File: src/rtl/axrd_pkg.sv
package axrd_pkg;

  localparam logic [1:0] RESP_OKAY = 2'b00;

  // Fixed array contents: word k of the store.
  function automatic logic [31:0] fill_word(input int unsigned k);
    logic [31:0] prod;
    prod = k * 32'h9E3779B1;
    return prod ^ 32'hA5C30F1E;
  endfunction

endpackage

File: src/rtl/axrd_store.sv
module axrd_store #(
  parameter int DATA_W = 32,
  parameter int DEPTH  = 64,
  localparam int IDX_W = (DEPTH > 1) ? $clog2(DEPTH) : 1
) (
  input  logic [IDX_W-1:0]  rd_idx,
  output logic [DATA_W-1:0] rd_data
);
  import axrd_pkg::*;

  logic [DATA_W-1:0] words [DEPTH];

  for (genvar g = 0; g < DEPTH; g++) begin : g_word
    assign words[g] = DATA_W'(fill_word(g));
  end

  always_comb begin
    rd_data = '0;
    if (32'(rd_idx) < DEPTH) rd_data = words[rd_idx];
  end

endmodule

File: src/rtl/axrd_burst_ctl.sv
module axrd_burst_ctl #(
  parameter int ADDR_W  = 10,
  parameter int LEN_W   = 4,
  parameter int BYTE_SH = 2,
  parameter int DEPTH   = 64,
  localparam int IDX_W  = (DEPTH > 1) ? $clog2(DEPTH) : 1,
  localparam int WADR_W = ADDR_W - BYTE_SH
) (
  input  logic              clk,
  input  logic              rst_n,
  input  logic              ar_valid,
  input  logic [ADDR_W-1:0] ar_addr,
  input  logic [LEN_W-1:0]  ar_len,
  input  logic              r_ready,
  output logic              ar_ready,
  output logic              r_valid,
  output logic              r_last,
  output logic [IDX_W-1:0]  cur_idx
);

  logic              busy_q;
  logic [LEN_W-1:0]  left_q;
  logic [IDX_W-1:0]  idx_q;
  logic [WADR_W-1:0] word_addr;
  logic [IDX_W-1:0]  start_idx;
  logic [IDX_W-1:0]  next_idx;
  logic              take_req;
  logic              take_beat;

  assign word_addr = ar_addr[ADDR_W-1:BYTE_SH];
  assign start_idx = IDX_W'(32'(word_addr) % DEPTH);
  assign next_idx  = (32'(idx_q) == DEPTH - 1) ? '0 : idx_q + 1'b1;
  assign take_req  = ar_valid && !busy_q;
  assign take_beat = busy_q && r_ready;

  always_ff @(posedge clk or negedge rst_n) begin
    if (!rst_n) begin
      busy_q <= 1'b0;
      left_q <= '0;
      idx_q  <= '0;
    end else if (take_req) begin
      busy_q <= 1'b1;
      left_q <= ar_len;
      idx_q  <= start_idx;
    end else if (take_beat) begin
      if (left_q == '0) begin
        busy_q <= 1'b0;
      end else begin
        left_q <= left_q - 1'b1;
        idx_q  <= next_idx;
      end
    end
  end

  assign ar_ready = !busy_q;
  assign r_valid  = busy_q;
  assign r_last   = busy_q && (left_q == '0);
  assign cur_idx  = idx_q;

endmodule

File: src/rtl/axrd_slave.sv
module axrd_slave #(
  parameter int ADDR_W = 10,
  parameter int LEN_W  = 4,
  parameter int DATA_W = 32,
  parameter int DEPTH  = 64
) (
  input  logic              clk,
  input  logic              rst_n,
  input  logic              ar_valid,
  output logic              ar_ready,
  input  logic [ADDR_W-1:0] ar_addr,
  input  logic [LEN_W-1:0]  ar_len,
  output logic              r_valid,
  input  logic              r_ready,
  output logic [DATA_W-1:0] r_data,
  output logic [1:0]        r_resp,
  output logic              r_last
);
  import axrd_pkg::*;

  localparam int BYTE_SH = $clog2(DATA_W / 8);
  localparam int IDX_W   = (DEPTH > 1) ? $clog2(DEPTH) : 1;

  logic [IDX_W-1:0] cur_idx;

  axrd_burst_ctl #(
    .ADDR_W (ADDR_W),
    .LEN_W  (LEN_W),
    .BYTE_SH(BYTE_SH),
    .DEPTH  (DEPTH)
  ) ctl_i (
    .clk     (clk),
    .rst_n   (rst_n),
    .ar_valid(ar_valid),
    .ar_addr (ar_addr),
    .ar_len  (ar_len),
    .r_ready (r_ready),
    .ar_ready(ar_ready),
    .r_valid (r_valid),
    .r_last  (r_last),
    .cur_idx (cur_idx)
  );

  axrd_store #(
    .DATA_W(DATA_W),
    .DEPTH (DEPTH)
  ) store_i (
    .rd_idx (cur_idx),
    .rd_data(r_data)
  );

  assign r_resp = RESP_OKAY;

endmodule

File: config.mk
export PLATFORM = sky130hd
export DESIGN_NAME = axrd_slave
export DESIGN_NICKNAME = d
export VERILOG_FILES = /design/src/rtl/axrd_pkg.sv /design/src/rtl/axrd_store.sv /design/src/rtl/axrd_burst_ctl.sv /design/src/rtl/axrd_slave.sv
export SDC_FILE = /design/constraint.sdc
export NUM_CORES = 1
export LEC_CHECK = 0
export CAP_MARGIN = 20
export CORE_ASPECT_RATIO = 1.25
export CORE_MARGIN = 3
export CORE_UTILIZATION = 59
export DETAILED_ROUTE_END_ITERATION = 8
export DONT_BUFFER_PORTS = 1
export PLACE_DENSITY_LB_ADDON = 0.05
export SLEW_MARGIN = 10
export SYNTH_ARGS = -nofsm -noshare
export SYNTH_HDL_FRONTEND = slang
export SYNTH_SLANG_ARGS = --single-unit
File: constraint.sdc
create_clock -name clk -period 4.2 [get_ports clk]
set_clock_uncertainty 0.1 [all_clocks]
set_input_delay 1.26 -clock clk [delete_from_list [all_inputs] [get_ports clk]]
set_output_delay 1.26 -clock clk [all_outputs]
set_load 0.02 [all_outputs]
==> results of run 1 <==
==> synthesized netlist by cell type, types with 3 or more instances <==
library cell and n:
mux2i_1 9, a211oi_1 12, o21ai_1 7, dfrtp_1 11, a31oi_1 7, clkbuf_1 8
nor2b_1 16, o21ai_0 23, nand3_1 6, ha_1 15, mux2_2 5, o311ai_0 4
nor2_1 33, nand2_1 38, buf_2 28, o31ai_1 8, nand3b_1 3, o211ai_1 15
a221oi_1 4, nand2b_1 13, inv_1 11, and3_1 5, o2111ai_1 3, or3_1 4
inv_2 3, a221o_1 3, xnor2_1 13, a311oi_1 4, mux4_2 6, nor3_1 11
buf_4 16, and2_1 3, o22ai_1 6, a21oi_1 42
==> per-stage QoR <==
step	area (um^2)	std cells	setup slack [ps]	hold slack, ps
floorplan	3220	452	569	442
global placement	3260	498	487	465
detailed placement	3260	498	465	488
CTS	3310	502	204	508
global route	3310	502	44.0	541
finish	3310	502	191	501
==> layout make-up <==
type                       instances  area (um^2)  area share
multi-input combinational        370         2540       0.769
timing repair buffer              41          308      0.0930
sequential                        11          280      0.0847
tap                               62         77.6      0.0234
inverter                          14         52.6      0.0159
clock buffer                       4         45.0      0.0136
==> flip-flops by register name, summed over array words and instances, names as in the netlist <==
register	count
ctl_i.r_valid	1
ctl_i.cur_idx	6
ctl_i.left_q	4
==> cells in the final DEF, fill, tap and decap left out, types with 8 or more instances in the layout <==
cell type | Yosys | final
a21oi_1 | 42 | 42
buf_4 | 16 | 41
ha_1 | 15 | 15
xnor2_1 | 13 | 13
nor2b_1 | 16 | 16
a211oi_1 | 12 | 12
nand2_1 | 38 | 38
o31ai_1 | 8 | 8
o21ai_0 | 23 | 23
nor3_1 | 11 | 11
o211ai_1 | 15 | 15
nand2b_1 | 13 | 13
mux2i_1 | 9 | 9
nor2_1 | 33 | 33
inv_1 | 11 | 11
==> critical path: cells and delay by family, from the launching register on <==
family / cells / cell delay (ps)
AO/OA/AOI/OAI: 2 / 400
AND/OR/NAND/NOR: 1 / 160
flip-flops: 1 / 500
buffers and inverters: 3 / 580
adder cells (fa/ha/maj): 2 / 760
==> per-layer routing <==
layer / global-route usage / vias to the layer above
met4: 0.133 / 0
met1: 0.371 / 1624
met5: 0 / -
met3: 0.0182 / 21
li1: - / 1659
met2: 0.554 / 130
==> cell families after synthesis <==
logic type,Yosys count,share of synthesized area
buffers and inverters,71,0.123
muxes,21,0.0911
AOI/OAI and AO/OA,171,0.368
and+or+nand+nor,147,0.234
adders and majority gates,15,0.0584
xor gates and xnor gates,14,0.0382
DFF,11,0.0857
other,1,0.00117
==> worst max-delay path by stage <==
stage	start	endpoint	depth (start not counted)
finish	ctl_i.cur_idx[0]	r_data[13]	8
detailed placement	ctl_i.cur_idx[0]	r_data[31]	7
CTS	ctl_i.cur_idx[0]	r_data[31]	7
global placement	ctl_i.cur_idx[0]	r_data[31]	7
floorplan	ctl_i.cur_idx[0]	r_data[6]	9
global route	ctl_i.cur_idx[0]	r_data[31]	7
==> impl_metrics.toml, run 1 <==
[outcome]
status = "completed"

[setup_path]
cp.arrival_ps = 2650
slowest_stage = "ha_1"
timing.rr.end = "ctl_i.cur_idx[0]"
crit_chain = "buf_4, ha_1, inv_1, ha_1, nor2_1, o311ai_0, o21ai_1, buf_4"
worst_ep_required_time_ps = 2840
r2r_slack_ps = 1860
critPathKind = "flip-flop to primary output"
crit-reg2reg-launch = "ctl_i.cur_idx[0]"
critical_path.startpoint_type = "flip-flop"
r2r_cells = 6
critPathCaptureType = "primary output"
path_max_fanout = 14
critical_path.max_stage_delay_ps = 520

[synthesis]
synth_top_area_cell = "dfrtp_1"
yosys.area.top_type_share = 0.0857
yosysWarnings = 0
yosys-top-cells-area = "dfrtp_1 (8.6%), a21oi_1 (6.5%), ha_1 (5.8%)"
synthDistinctLibCells = 77
syn_avg_cell_area_um2 = 7.12
yosysSeqAreaShare = 0.0857
syn_area_um2 = 3210
async_flop_share = 1.00
dominantRegCellSynth = "dfrtp_1"
synthCells = 451
synth_edf_count = 0
ys_seq_elements = 11

[die]
die_w_um = 72.0
coreArea_um2 = 5190
dieArea_um2 = 6370
io_pins = 55
die_h_um = 88.5
rows = 29
start_util = 0.619

[sta]
rsz0062_at_grt = "no"
post-route-period-util = 0.955
drv_slew = 0
tightestPinTransition_ps = 793
maxSlewHeadroom = 0.470
post-route-min-period_ps = 4010
hold_violations = 0
finalSetupTns_ps = 0
clock.fmax_ghz = 0.249
setup_violations = 0

[place]
globalplace.congestion = 0.880
place.port_buffers = 0
dp_hpwl_um = 6650

[clock_tree]
cts_tree = "yes"
cts-root-buf = "clkbuf_8"
clock_latency_ps = 240
cts_resized = 0
path_clk_slew_ps = 50
htree_levels = 1
cts.path.max_buffers = 2
hold_buffers = 0
cts.sinks = 11
cts_buffers = 3
postCtsSetupBuffers = 0

[global_routing]
antenna_found_initial = 0
grt_max_degree = 49
grt_pass1_vias = 3227
gr-usage-all-layers = 0.305
grt_pass1_wl_um = 15700
overflow = 0

[route]
drt-pass1-iter-count = 4
m1WireLength_um = 3850
top_layer = "met4"
dr_wl_met2_um = 4880
postRouteAntennaNets = 0
wl_met3_um = 452
wl_um = 9470
wl_per_cell_um = 18.9
drc_errors = 0
drtIter0Drc = 361
routed_via_density = 6.84
via_count = 3434

[finish]
post-route-util = 0.638
final.fill_count = 503
nNetsFinal = 474
diodes = 0
drive_gt1_frac = 0.168
synthToLayoutAreaGrowth_pct = 2.96

[min_path]
hold_end = "ctl_i.left_q[2]"
hp-start = "ctl_i.left_q[2]"
hold_path_class = "flip-flop to flip-flop"
hold_depth = 1

[run]
maxCapViolations = 0
Power of run 1 is left out: the tool's default activity adds up to more than one toggle a clock period on the data nets, which glitch-free logic cannot reach.
==> inputs of run 2 (changes only) <==
Settings changed: SLEW_MARGIN 10 to not set.
==> results of run 2 <==
Same layout as run 1: the final DEF is identical, and so are final timing and power.
Power of run 2 is left out for the same reason.
